===== config.mk =====
export PLATFORM = sky130hd
export DESIGN_NAME = nor_cmd_seq
export DESIGN_NICKNAME = d
export VERILOG_FILES = /design/src/rtl/nor_seq_pkg.sv /design/src/rtl/nor_unlock_addr.sv /design/src/rtl/nor_tick_timer.sv /design/src/rtl/nor_cmd_seq.sv
export SDC_FILE = /design/constraint.sdc
export NUM_CORES = 1
export LEC_CHECK = 0
export BUFFER_PORTS_ARGS = -buffer_cell sky130_fd_sc_hd__buf_4
export CAP_MARGIN = 15
export CORE_MARGIN = 3
export CORE_UTILIZATION = 45
export CTS_BUF_LIST = sky130_fd_sc_hd__clkbuf_4
export CTS_CLUSTER_DIAMETER = 200
export CTS_CLUSTER_SIZE = 14
export DETAILED_ROUTE_END_ITERATION = 7
export MAX_ROUTING_LAYER = met4
export PLACE_DENSITY_LB_ADDON = 0.05
export SETUP_SLACK_MARGIN = 0.3
export SLEW_MARGIN = 0
export SYNTH_ARGS = -nofsm -noshare
export SYNTH_HDL_FRONTEND = slang
export SYNTH_SLANG_ARGS = --single-unit
export TNS_END_PERCENT = 5

===== constraint.sdc =====
create_clock -name clk_i -period 2.4 [get_ports clk_i]
set_input_delay 0 -clock clk_i [delete_from_list [all_inputs] [get_ports clk_i]]
set_output_delay 0 -clock clk_i [all_outputs]
set_load 0.01 [all_outputs]

===== src/rtl/nor_seq_pkg.sv =====
package nor_seq_pkg;
  typedef enum logic [1:0] {OP_PROG = 2'd0, OP_SECT = 2'd1, OP_BLK = 2'd2, OP_CHIP = 2'd3} op_e;
  typedef enum logic [1:0] {AK_A, AK_B, AK_TGT} addr_kind_e;

  typedef struct packed {
    addr_kind_e kind;
    logic [7:0] data;
  } step_t;

  localparam logic [15:0] UNLOCK_LO = 16'h5555;
  localparam logic [15:0] UNLOCK_HI = 16'h2AAA;

  function automatic logic [2:0] last_step(op_e op);
    return (op == OP_PROG) ? 3'd3 : 3'd5;
  endfunction

  // program data byte is muxed in by the caller for the AK_TGT step
  function automatic step_t cmd_step(op_e op, logic [2:0] step);
    step_t s;
    s = '{kind: AK_A, data: 8'hAA};
    if (op == OP_PROG) begin
      case (step)
        3'd0:    s = '{kind: AK_A,   data: 8'hAA};
        3'd1:    s = '{kind: AK_B,   data: 8'h55};
        3'd2:    s = '{kind: AK_A,   data: 8'hA0};
        default: s = '{kind: AK_TGT, data: 8'h00};
      endcase
    end else begin
      case (step)
        3'd0:    s = '{kind: AK_A, data: 8'hAA};
        3'd1:    s = '{kind: AK_B, data: 8'h55};
        3'd2:    s = '{kind: AK_A, data: 8'h80};
        3'd3:    s = '{kind: AK_A, data: 8'hAA};
        3'd4:    s = '{kind: AK_B, data: 8'h55};
        default: begin
          case (op)
            OP_SECT: s = '{kind: AK_TGT, data: 8'h30};
            OP_BLK:  s = '{kind: AK_TGT, data: 8'h50};
            default: s = '{kind: AK_A,   data: 8'h10};
          endcase
        end
      endcase
    end
    return s;
  endfunction
endpackage


===== src/rtl/nor_unlock_addr.sv =====
module nor_unlock_addr
  import nor_seq_pkg::*;
(
  input  logic       sel_b_i,
  input  logic       swap_i,
  input  logic [1:0] msel_i,
  output logic [15:0] addr_o
);
  logic [15:0] base, mask;

  always_comb begin
    base = (sel_b_i ^ swap_i) ? UNLOCK_HI : UNLOCK_LO;
    case (msel_i)
      2'd1:    mask = 16'h07FF;
      2'd2:    mask = 16'h0FFF;
      default: mask = 16'hFFFF;
    endcase
    addr_o = base & mask;
  end
endmodule


===== src/rtl/nor_tick_timer.sv =====
module nor_tick_timer #(
  parameter int W = 4
) (
  input  logic         clk_i,
  input  logic         rst_ni,
  input  logic         load_i,
  input  logic [W-1:0] val_i,
  output logic         zero_o
);
  logic [W-1:0] cnt_q;

  always_ff @(posedge clk_i or negedge rst_ni) begin
    if (!rst_ni)          cnt_q <= '0;
    else if (load_i)      cnt_q <= val_i;
    else if (cnt_q != '0) cnt_q <= cnt_q - 1'b1;
  end

  assign zero_o = (cnt_q == '0);
endmodule


===== src/rtl/nor_cmd_seq.sv =====
module nor_cmd_seq
  import nor_seq_pkg::*;
#(
  parameter int AW        = 20,
  parameter int CMD_GAP   = 10,
  parameter int POLL_GAP  = 8,
  parameter int MAX_POLLS = 1000,
  parameter int MAX_TRIES = 16
) (
  input  logic          clk_i,
  input  logic          rst_ni,
  input  logic          req_valid_i,
  output logic          req_ready_o,
  input  logic [1:0]    req_op_i,
  input  logic [AW-1:0] req_addr_i,
  input  logic [7:0]    req_data_i,
  input  logic [1:0]    req_msel_i,
  input  logic          req_swap_i,
  input  logic          req_nodly_i,
  output logic [AW-1:0] fl_addr_o,
  output logic [7:0]    fl_dq_o,
  input  logic [7:0]    fl_dq_i,
  output logic          fl_we_o,
  output logic          fl_oe_o,
  output logic          done_o,
  output logic          fail_o
);
  localparam int GMAX = (CMD_GAP > POLL_GAP) ? CMD_GAP : POLL_GAP;
  localparam int GW   = $clog2(GMAX + 2);
  localparam int PW   = $clog2(MAX_POLLS + 1);
  localparam int TW   = $clog2(MAX_TRIES + 1);
  localparam logic [GW-1:0] CG_LD = (CMD_GAP > 0)  ? GW'(CMD_GAP - 1)  : '0;
  localparam logic [GW-1:0] PG_LD = (POLL_GAP > 0) ? GW'(POLL_GAP - 1) : '0;

  typedef enum logic [2:0] {S_IDLE, S_WR, S_GAP, S_REF, S_PWAIT, S_POLL, S_VFY, S_DONE} st_e;

  st_e           st_q;
  op_e           op_q;
  logic [AW-1:0] addr_q;
  logic [7:0]    data_q;
  logic [1:0]    msel_q;
  logic          swap_q, nodly_q, ref_q, fail_q;
  logic [2:0]    step_q;
  logic [PW-1:0] polls_q;
  logic [TW-1:0] tries_q;

  step_t         cur;
  logic [15:0]   ua;
  logic          last, gap_en, pgap_en, poll_eq, poll_cap, tmr_zero, tmr_load;
  logic [GW-1:0] tmr_val;

  assign cur      = cmd_step(op_q, step_q);
  assign last     = (step_q == last_step(op_q));
  assign gap_en   = (op_q != OP_PROG) && !nodly_q && (CMD_GAP > 0);
  assign pgap_en  = (op_q != OP_PROG) && (POLL_GAP > 0);
  assign poll_eq  = (fl_dq_i[6] == ref_q);
  assign poll_cap = (polls_q == PW'(MAX_POLLS - 1));

  nor_unlock_addr u_ua (
    .sel_b_i (cur.kind == AK_B),
    .swap_i  (swap_q),
    .msel_i  (msel_q),
    .addr_o  (ua)
  );

  assign tmr_load = (st_q == S_WR && !last && gap_en) ||
                    (pgap_en && (st_q == S_REF || (st_q == S_POLL && !poll_eq && !poll_cap)));
  assign tmr_val  = (st_q == S_WR) ? CG_LD : PG_LD;

  nor_tick_timer #(.W(GW)) u_tmr (
    .clk_i  (clk_i),
    .rst_ni (rst_ni),
    .load_i (tmr_load),
    .val_i  (tmr_val),
    .zero_o (tmr_zero)
  );

  always_ff @(posedge clk_i or negedge rst_ni) begin
    if (!rst_ni) begin
      st_q    <= S_IDLE;
      op_q    <= OP_PROG;
      addr_q  <= '0;
      data_q  <= '0;
      msel_q  <= '0;
      swap_q  <= 1'b0;
      nodly_q <= 1'b0;
      ref_q   <= 1'b0;
      fail_q  <= 1'b0;
      step_q  <= '0;
      polls_q <= '0;
      tries_q <= '0;
    end else begin
      case (st_q)
        S_IDLE: if (req_valid_i) begin
          op_q    <= op_e'(req_op_i);
          addr_q  <= req_addr_i;
          data_q  <= req_data_i;
          msel_q  <= req_msel_i;
          swap_q  <= req_swap_i;
          nodly_q <= req_nodly_i;
          step_q  <= '0;
          tries_q <= '0;
          fail_q  <= 1'b0;
          st_q    <= (op_e'(req_op_i) == OP_PROG && req_data_i == 8'hFF) ? S_DONE : S_WR;
        end
        S_WR: begin
          if (last) st_q <= S_REF;
          else begin
            step_q <= step_q + 3'd1;
            st_q   <= gap_en ? S_GAP : S_WR;
          end
        end
        S_GAP:   if (tmr_zero) st_q <= S_WR;
        S_REF: begin
          ref_q   <= fl_dq_i[6];
          polls_q <= '0;
          st_q    <= pgap_en ? S_PWAIT : S_POLL;
        end
        S_PWAIT: if (tmr_zero) st_q <= S_POLL;
        S_POLL: begin
          if (poll_eq) st_q <= (op_q == OP_PROG) ? S_VFY : S_DONE;
          else if (poll_cap) begin
            fail_q <= 1'b1;
            st_q   <= S_DONE;
          end else begin
            ref_q   <= fl_dq_i[6];
            polls_q <= polls_q + 1'b1;
            st_q    <= pgap_en ? S_PWAIT : S_POLL;
          end
        end
        S_VFY: begin
          if (fl_dq_i == data_q) st_q <= S_DONE;
          else if (tries_q == TW'(MAX_TRIES - 1)) begin
            fail_q <= 1'b1;
            st_q   <= S_DONE;
          end else begin
            tries_q <= tries_q + 1'b1;
            step_q  <= '0;
            st_q    <= S_WR;
          end
        end
        default: st_q <= S_IDLE;
      endcase
    end
  end

  always_comb begin
    fl_addr_o = '0;
    fl_dq_o   = '0;
    if (st_q == S_WR) begin
      fl_addr_o = (cur.kind == AK_TGT) ? addr_q : AW'(ua);
      fl_dq_o   = (op_q == OP_PROG && cur.kind == AK_TGT) ? data_q : cur.data;
    end else if (st_q == S_VFY) begin
      fl_addr_o = addr_q;
    end
  end

  assign fl_we_o     = (st_q == S_WR);
  assign fl_oe_o     = (st_q == S_REF) || (st_q == S_POLL) || (st_q == S_VFY);
  assign req_ready_o = (st_q == S_IDLE);
  assign done_o      = (st_q == S_DONE);
  assign fail_o      = (st_q == S_DONE) && fail_q;
endmodule


==> results.txt, run 1 <==
Via density = 5.40
compound-cell area share of the yosys netlist = 17.7%
Avg WL per Cell = 16.1 um
main combinational cell family by area after synthesis = compound AO/OA/AOI/OAI gates
via count = 3,342
status = finished, final reports clean
CP startpoint kind = flip-flop
Final period util = 95.0%
Initial Util = 46.8%
PwrDens = 1220 nW/um2
Detailed Route Iter0 Violations = 128
post-synthesis xor/xnor area fraction = 2.63%
sequential cell area = 1530 um2
EDFF count, synth = 0
total routed wirelength = 9990 um
Synth Register Bits = 61
initial antenna violation count = 0
CTS H-Tree Depth = 3
Die ar. = 9240 um2
mux share of post-synthesis cell area = 12.2%
vias in the first global route = 3,310
worst path required time = 2.40 ns
Syn. warnings = 0
final-report max-slew violation count = 0
Clock Skews = 0.0151 ns
Synth area leader = dfrtp_1
top-area cell type share of the netlist area = 41.7%
Chip Width = 96.2 um
top post-synthesis cells by area = dfrtp_1 (42%), mux2_2 (11%), ha_1 (4.4%)
Ports = 78
commonest non-fill, non-tap cell in the layout = buf_4
Post-Synth Simple-Gate Area = 17.2%
final core utilization = 67.8%
endpoints failing setup = 0
met2 Use GR = 37.7%
area growth from synthesis to layout = 44.6%
CTS buffer count = 9
Post-DP Area = 4460 um2
Post-route DRC = 0
largest net degree at the start of global routing = 62
Hold/Removal Path Class = in2reg
Die Ht = 96.2 um
Hold Fails Final Rpt = 0
Top FF cell, synth = dfrtp_1
port bufs = 77
met1 Use GR = 28.3%
final net count = 571
maxcap violations = 0
Post-Synthesis Net Count = 430
Final ANT Viol Nets = 0
cell area after layout = 5290 um2
Fillers = 628
Longest Clk Path Bufs = 2
CTS sink cnt = 61
busiest grt layer = met2
worst-path fanout max = 7
row count = 32
Worst setup EP type = primary output
area of the multi-input gates = 2160 um2
Root Buffer = clkbuf_4
antenna cell count = 0
worst slew pin tran = 0.810 ns
core box area = 7810 um2
CTS tree = built
Final TNS setup = 0 ns
Pleak = 0.00248 uW
Synth Area per Inst = 9.83 um2
sequential area share after synthesis = 41.7%
Slew headroom = 46.0%
met3 Track Usage GR = 4.85%
worst vdd ir = 0.000757 V
gr usage total = 22.9%
Cell Area, Synth = 3660 um2
share of layout cells above drive strength 1 = 40.8%
ys async rst share = 100%
Post-Synth Adder-Cell Area = 4.45%
WS Path Type = reg2out
first-pass GRT wire length = 15,800 um
Post-Synthesis Cells = 372
most frequent cells in the layout = buf_4 (97), dfrtp_1 (57), mux2_2 (37)
Synth cell types = 57
RSZ-0062 raised after global routing = yes
max frequency = 0.439 GHz
critical path arrival = 2.28 ns
grt ovf = 0
clk_lat worst skew = 0.40 ns
clk slew on worst S/H paths = 0.10 ns
Tmin final = 2.28 ns
DP Wirelength = 6530 um
gpl congestion = 0.853
DR pass1 iterations = 4
-- state kept, by name, indices dropped and copies added, names as in the netlist --
signal and flops:
addr_q 20, polls_q 10, data_q 8, tries_q 5, u_tmr.cnt_q 4, st_q 3
step_q 3, msel_q 2, op_q 2, fail_q 1, nodly_q 1, ref_q 1
swap_q 1
-- cell families (layout without fill, tap and decap cells) --
family | count (synthesis) | in the layout
simple gates | 117 | 117
flops | 61 | 61
compound gates | 95 | 95
buf+inv | 35 | 180
mux | 40 | 40
fa+ha+maj | 13 | 13
xor+xnor | 11 | 11
-- path summary, 6_finish.rpt --
| check | startpoint | end | slack [ns] | cells past startpoint |
|---|---|---|---|---|
| worst max-delay path | op_q[0]$_DFFE_PN0P_ | fl_addr_o[0] | 0.12 | 9 |
| worst min-delay path | req_valid_i | st_q[1]$_DFFE_PN0P_ | 0.13 | 4 |
| worst max register to register | st_q[0]$_DFFE_PN0P_ | st_q[2]$_DFFE_PN0P_ | 0.33 | 6 |
| worst min register to register | addr_q[19]$_DFFE_PN0P_ | addr_q[19]$_DFFE_PN0P_ | 0.51 | 1 |
| max in group asynchronous | rst_ni | step_q[0]$_DFFE_PN0P_ | 1.60 | 2 |
| min in group asynchronous | rst_ni | u_tmr.cnt_q[1]$_DFFE_PN0P_ | 0.23 | 2 |
-- what timing repair did --
item / in CTS / in global routing
resized for setup: 34 / 29
cloned: 0 / 0
hold endpoints to repair: 96 / 0
pin swaps: 6 / 16
hold buffers: 36 / 0
buffers inserted: 6 / 6
endpoints found under the setup margin: 37 / 45
-- where the power goes --
group / total (uW) / internal (uW) / switching [uW]
clock: 798 / 409 / 390
combinational: 3870 / 2050 / 1810
sequential: 1820 / 1450 / 362
-- through the flow --
step	hold slack, ns	worst slack (ns)	total power [uW]	cells
2_1_floorplan	-0.296	0.339	3800	372
3_3_place_gp	0.144	0.123	4940	556
3_5_place_dp	0.147	0.0976	4970	556
4_1_cts	0.0463	0.0850	6160	613
5_1_grt	0.132	-0.0183	6980	619
6_report	0.127	0.120	6480	619
-- layer usage --
| layer | vias to the layer above | routed length, um |
|---|---|---|
| met4 | 0 | 172 |
| met2 | 85 | 5040 |
| li1 | 1629 | - |
| met1 | 1610 | 4350 |
| met5 | - | 0 |
| met3 | 18 | 432 |
-- cell type report --
cell class / instances / area share (%)
Clock buffer: 9 / 1.28
Clock inverter: 6 / 1.49
Inverter: 18 / 1.37
Multi-Input combinational cell: 276 / 40.8
Sequential cell: 61 / 28.9
Tap cell: 102 / 2.41
Timing Repair Buffer: 147 / 23.7
-- synth_stat cells, types with 2 or more instances --
| cell type | instances |
|---|---|
| dfrtp_1 | 61 |
| mux2_2 | 37 |
| nand2_1 | 28 |
| nor2_1 | 22 |
| a21oi_1 | 21 |
| o21ai_0 | 19 |
| inv_1 | 18 |
| ha_1 | 13 |
| a21o_1 | 12 |
| and2_1 | 10 |
| buf_2 | 10 |
| nand4_1 | 8 |
| xor2_1 | 8 |
| or3_1 | 7 |
| o31ai_1 | 6 |
| and3_1 | 5 |
| clkbuf_1 | 5 |
| nand3_1 | 5 |
| nor2b_1 | 5 |
| nor3_1 | 5 |
| o22ai_1 | 5 |
| o21a_1 | 4 |
| a31o_2 | 3 |
| mux2i_1 | 3 |
| nand4b_1 | 3 |
| nor4_1 | 3 |
| o21bai_1 | 3 |
| or4_1 | 3 |
| xnor2_1 | 3 |
| a22o_1 | 2 |
| a32o_1 | 2 |
| a41oi_1 | 2 |
| and2b_1 | 2 |
| and4_1 | 2 |
| nor3b_1 | 2 |
| o21ba_2 | 2 |
| o22a_1 | 2 |
| or2_2 | 2 |
-- critical path, stage by stage, from the launching register on --
cell,delay (ns)
dfrtp_1,0.41
inv_2,0.10
ha_4,0.19
and3b_2,0.24
a211oi_2,0.21
o21ai_2,0.13
a2bb2oi_2,0.15
buf_6,0.14
a21o_1,0.17
buf_4,0.14
Power figures use the tool's default switching activity.
==> run 2: changes to the inputs <==
--- a/config.mk
+++ b/config.mk
@@ -5,6 +5,7 @@
 export SDC_FILE = /design/constraint.sdc
 export NUM_CORES = 1
 export LEC_CHECK = 0
+export ABC_AREA = 1
 export BUFFER_PORTS_ARGS = -buffer_cell sky130_fd_sc_hd__buf_4
 export CAP_MARGIN = 15
 export CORE_MARGIN = 3
==> run 2 against run 1 <==
Critical path depth up 1; final area up 0.69%; synthesized area up 9.6%; final cell count up 30%; via count up 20%; clock power down 25%; sequential power down 5%; worst hold slack better by 0.0023 ns; flip-flop and latch count unchanged; die area up 9.0%; count of clock-buffer cells in the layout up 3; critical path type unchanged; largest power group unchanged.
==> results.txt, run 2 <==
status = finished, final reports clean
Synth Area per Inst = 7.07 um2 (-28%)
largest net degree at the start of global routing = 62 (unchanged)
Final ANT Viol Nets = 0 (unchanged)
row count = 33 (+3.1%)
max frequency = 0.472 GHz (+7.7%)
top-count cell post-synth = nand2_1
top-area cell type share of the netlist area = 38.1% (-3.7 points)
via count = 4,023 (+20%)
r2r setup slk = 0.38 ns (+0.05 ns)
Synth area leader = dfrtp_1
Post-Synthesis Cells = 567 (+52%)
Worst setup EP type = primary output
CTS sink cnt = 61 (unchanged)
Flop pwr share = 28.7% (+0.7 points)
Syn. warnings = 0 (unchanged)
Ports = 78 (unchanged)
main combinational cell family by area after synthesis = simple AND/OR/NAND/NOR gates
share of layout cells above drive strength 1 = 23.6% (-17 points)
sequential area share after synthesis = 38.1% (-3.7 points)
Avg WL per Cell = 12.9 um (-20%)
FF-to-FF Start = st_q[2]$_DFFE_PN0P_
Post-Synth Adder-Cell Area = 4.06% (-0.39 points)
Synth Register Bits = 61 (unchanged)
gpl congestion = 0.877 (+2.8%)
Final TNS setup = 0 ns (unchanged)
endpoints failing setup = 0 (unchanged)
clk slew on worst S/H paths = 0.11 ns (about the same)
final net count = 752 (+32%)
total routed wirelength = 10,400 um (+4.0%)
max reg flops = 20 (unchanged)
Hold/Removal Path Class = in2reg
WS Path Type = reg2out
synth cell count leaders = nand2_1 (184), nor2_1 (73), dfrtp_1 (61)
Synth cell types = 33 (-42%)
maxcap violations = 0 (unchanged)
Power Internal = 3190 uW (-19%)
DP Wirelength = 7320 um (+12%)
most frequent cells in the layout = nand2_1 (172), buf_4 (87), nor2_1 (71)
CTS buffer count = 9 (unchanged)
worst vdd ir = 0.000620 V (-18%)
Min-Delay Path Depth = 5 (+1)
vias in the first global route = 3,912 (+18%)
grt ovf = 0 (unchanged)
top post-synthesis cells by area = dfrtp_1 (38%), nand2_1 (17%), nor2_1 (6.8%)
Hold Fails Final Rpt = 0 (unchanged)
antenna cell count = 0 (unchanged)
# placed instances = 742 (+33%)
Root Buffer = clkbuf_4
Top FF cell, synth = dfrtp_1
Via density = 5.01 (-7.2%)
Critical R2R Capture = data_q[4]$_DFFE_PN0P_
Combinational Power Share = 61.3% (+1.6 points)
R2R cell count = 7 (+1)
core box area = 8420 um2 (+7.9%)
PwrDens = 1130 nW/um2 (-7.8%)
commonest non-fill, non-tap cell in the layout = nand2_1
Chip Width = 100 um (+4.4%)
area growth from synthesis to layout = 32.9%
Post-Synth Simple-Gate Area = 36.2% (+19 points)
Slew headroom = 46.4% (+0.44 points)
critical path arrival = 2.12 ns (-0.16 ns)
Tmin final = 2.12 ns (-0.162 ns)
RSZ-0062 raised after global routing = yes
Die Ht = 100 um (+4.4%)
Clock Skews = 0.0153 ns (+0.000176 ns)
gr usage total = 22.2% (-0.64 points)
Final period util = 88.2% (-6.8 points)
post-synthesis xor/xnor area fraction = 2.40% (-0.23 points)
Initial Util = 47.6% (+0.75 points)
DR pass1 iterations = 7 (+3)
Cell Area, Synth = 4010 um2 (+9.6%)
Die ar. = 10,100 um2 (+9.0%)
Longest Clk Path Bufs = 2 (unchanged)
Pleak = 0.00285 uW (+15%)
Hold Path Origin = req_valid_i
port bufs = 77 (unchanged)
switching fraction of total power = 47.0% (+7.4 points)
Top reg by flops = addr_q
clk_lat worst skew = 0.40 ns (about the same)
Post-route DRC = 0 (unchanged)
Detailed Route Iter0 Violations = 123 (-3.9%)
final core utilization = 63.2% (-4.5 points)
CP startpoint kind = flip-flop
Hold EP = st_q[0]$_DFFE_PN0P_
Clock Power Share = 10.0% (-2.3 points)
initial antenna violation count = 0 (unchanged)
ys async rst share = 100% (unchanged)
CTS H-Tree Depth = 3 (unchanged)
Post-Synthesis Net Count = 625 (+45%)
worst path required time = 2.40 ns (about the same)
worst-path fanout max = 5 (-2)
Top Registers = addr_q (20), polls_q (10), data_q (8)
mux share of post-synthesis cell area = 4.21% (-8.0 points)
net switching power figure = 2820 uW (+10%)
worst slew pin tran = 0.803 ns (-0.00663 ns)
final-report max-slew violation count = 0 (unchanged)
EDFF count, synth = 0 (unchanged)
Fillers = 785 (+25%)
Post-Layout Cell Count = 803 (+30%)
first-pass GRT wire length = 17,700 um (+12%)
compound-cell area share of the yosys netlist = 6.62% (-11 points)
CTS tree = built
-- run 2: changes by cell type in the layout (fill, tap and decap cells not counted), sizes merged, moves of 8 or more --
cell	delta
nand3	+39
buf	-20
or3	-8
and2	-10
mux2	-22
nor2	+53
nand2	+166
inv	+51
a21o	-12
-- run 2: power by group through the flow --
stage / clock network [uW] / registers [uW] / logic [uW]
after floorplan: 0 / 1660 / 2310
after global placement: 0 / 1720 / 3240
after detailed placement: 0 / 1740 / 3300
after CTS: 628 / 1720 / 3450
after global routing: 676 / 1790 / 4140
final: 600 / 1730 / 3690
-- run 2: repair_timing --
action,4_1_cts,5_1_grt
gates resized for setup,9,29
pin swaps,1,13
endpoints found under the setup margin,25,37
gates cloned,0,1
hold buffers,36,0
hold endpoints to repair,96,0
setup buffers,4,5
-- run 2: area by class of cell --
class / count / area, um2 / area share, %
repair buffers: 127 / 1050 / 19.8
well taps: 105 / 131 / 2.47
inverters: 69 / 272 / 5.10
clock inverters: 3 / 13.8 / 0.258
multi-input cells: 426 / 2240 / 42.0
clock buffers: 12 / 90.1 / 1.69
flip-flops and latches: 61 / 1530 / 28.7
-- run 2: how the worst max path moves through the flow --
stage | startpoint | endpoint
2_1_floorplan | op_q[0]$_DFFE_PN0P_ | u_tmr.cnt_q[3]$_DFFE_PN0P_
3_3_place_gp | st_q[2]$_DFFE_PN0P_ | data_q[4]$_DFFE_PN0P_
3_5_place_dp | st_q[2]$_DFFE_PN0P_ | data_q[4]$_DFFE_PN0P_
4_1_cts | step_q[0]$_DFFE_PN0P_ | fl_addr_o[4]
5_1_grt | step_q[1]$_DFFE_PN0P_ | fl_addr_o[0]
6_report | step_q[0]$_DFFE_PN0P_ | fl_addr_o[16]
-- run 2: worst max-delay path, stage by stage (launching register included) --
cell and delay (ns):
dfrtp_2 0.45, buf_4 0.14, ha_1 0.23, nand2_2 0.12, nand3_4 0.14, o21ai_4 0.11
nand2_1 0.08, nand2_2 0.14, inv_4 0.07, nor2_1 0.10, buf_4 0.13
-- run 2: routing by layer --
layer  GRT usage [%]  wire length, um
met1            27.5             4680
met2            37.7             5190
met3            3.34              388
met4            6.32              137
met5               -                0
-- run 2: cell families (layout without fill, tap and decap cells) --
logic type	count (synthesis)	in the layout
and+or+nand+nor	335	335
buffers and inverters	80	211
DFF	61	61
AOI/OAI and AO/OA	52	52
muxes	15	15
adders and majority gates	13	13
xor gates and xnor gates	11	11
-- run 2: through the flow --
stage	hold slack [ns]	area, um2	power (uW)	setup WS, ns
after floorplan	-0.296	4010	3970	0.841
after global placement	0.137	4670	4970	0.501
after detailed placement	0.142	4670	5040	0.465
after CTS	0.105	5190	5790	0.273
after global routing	0.185	5330	6610	0.164
final	0.129	5330	6020	0.282
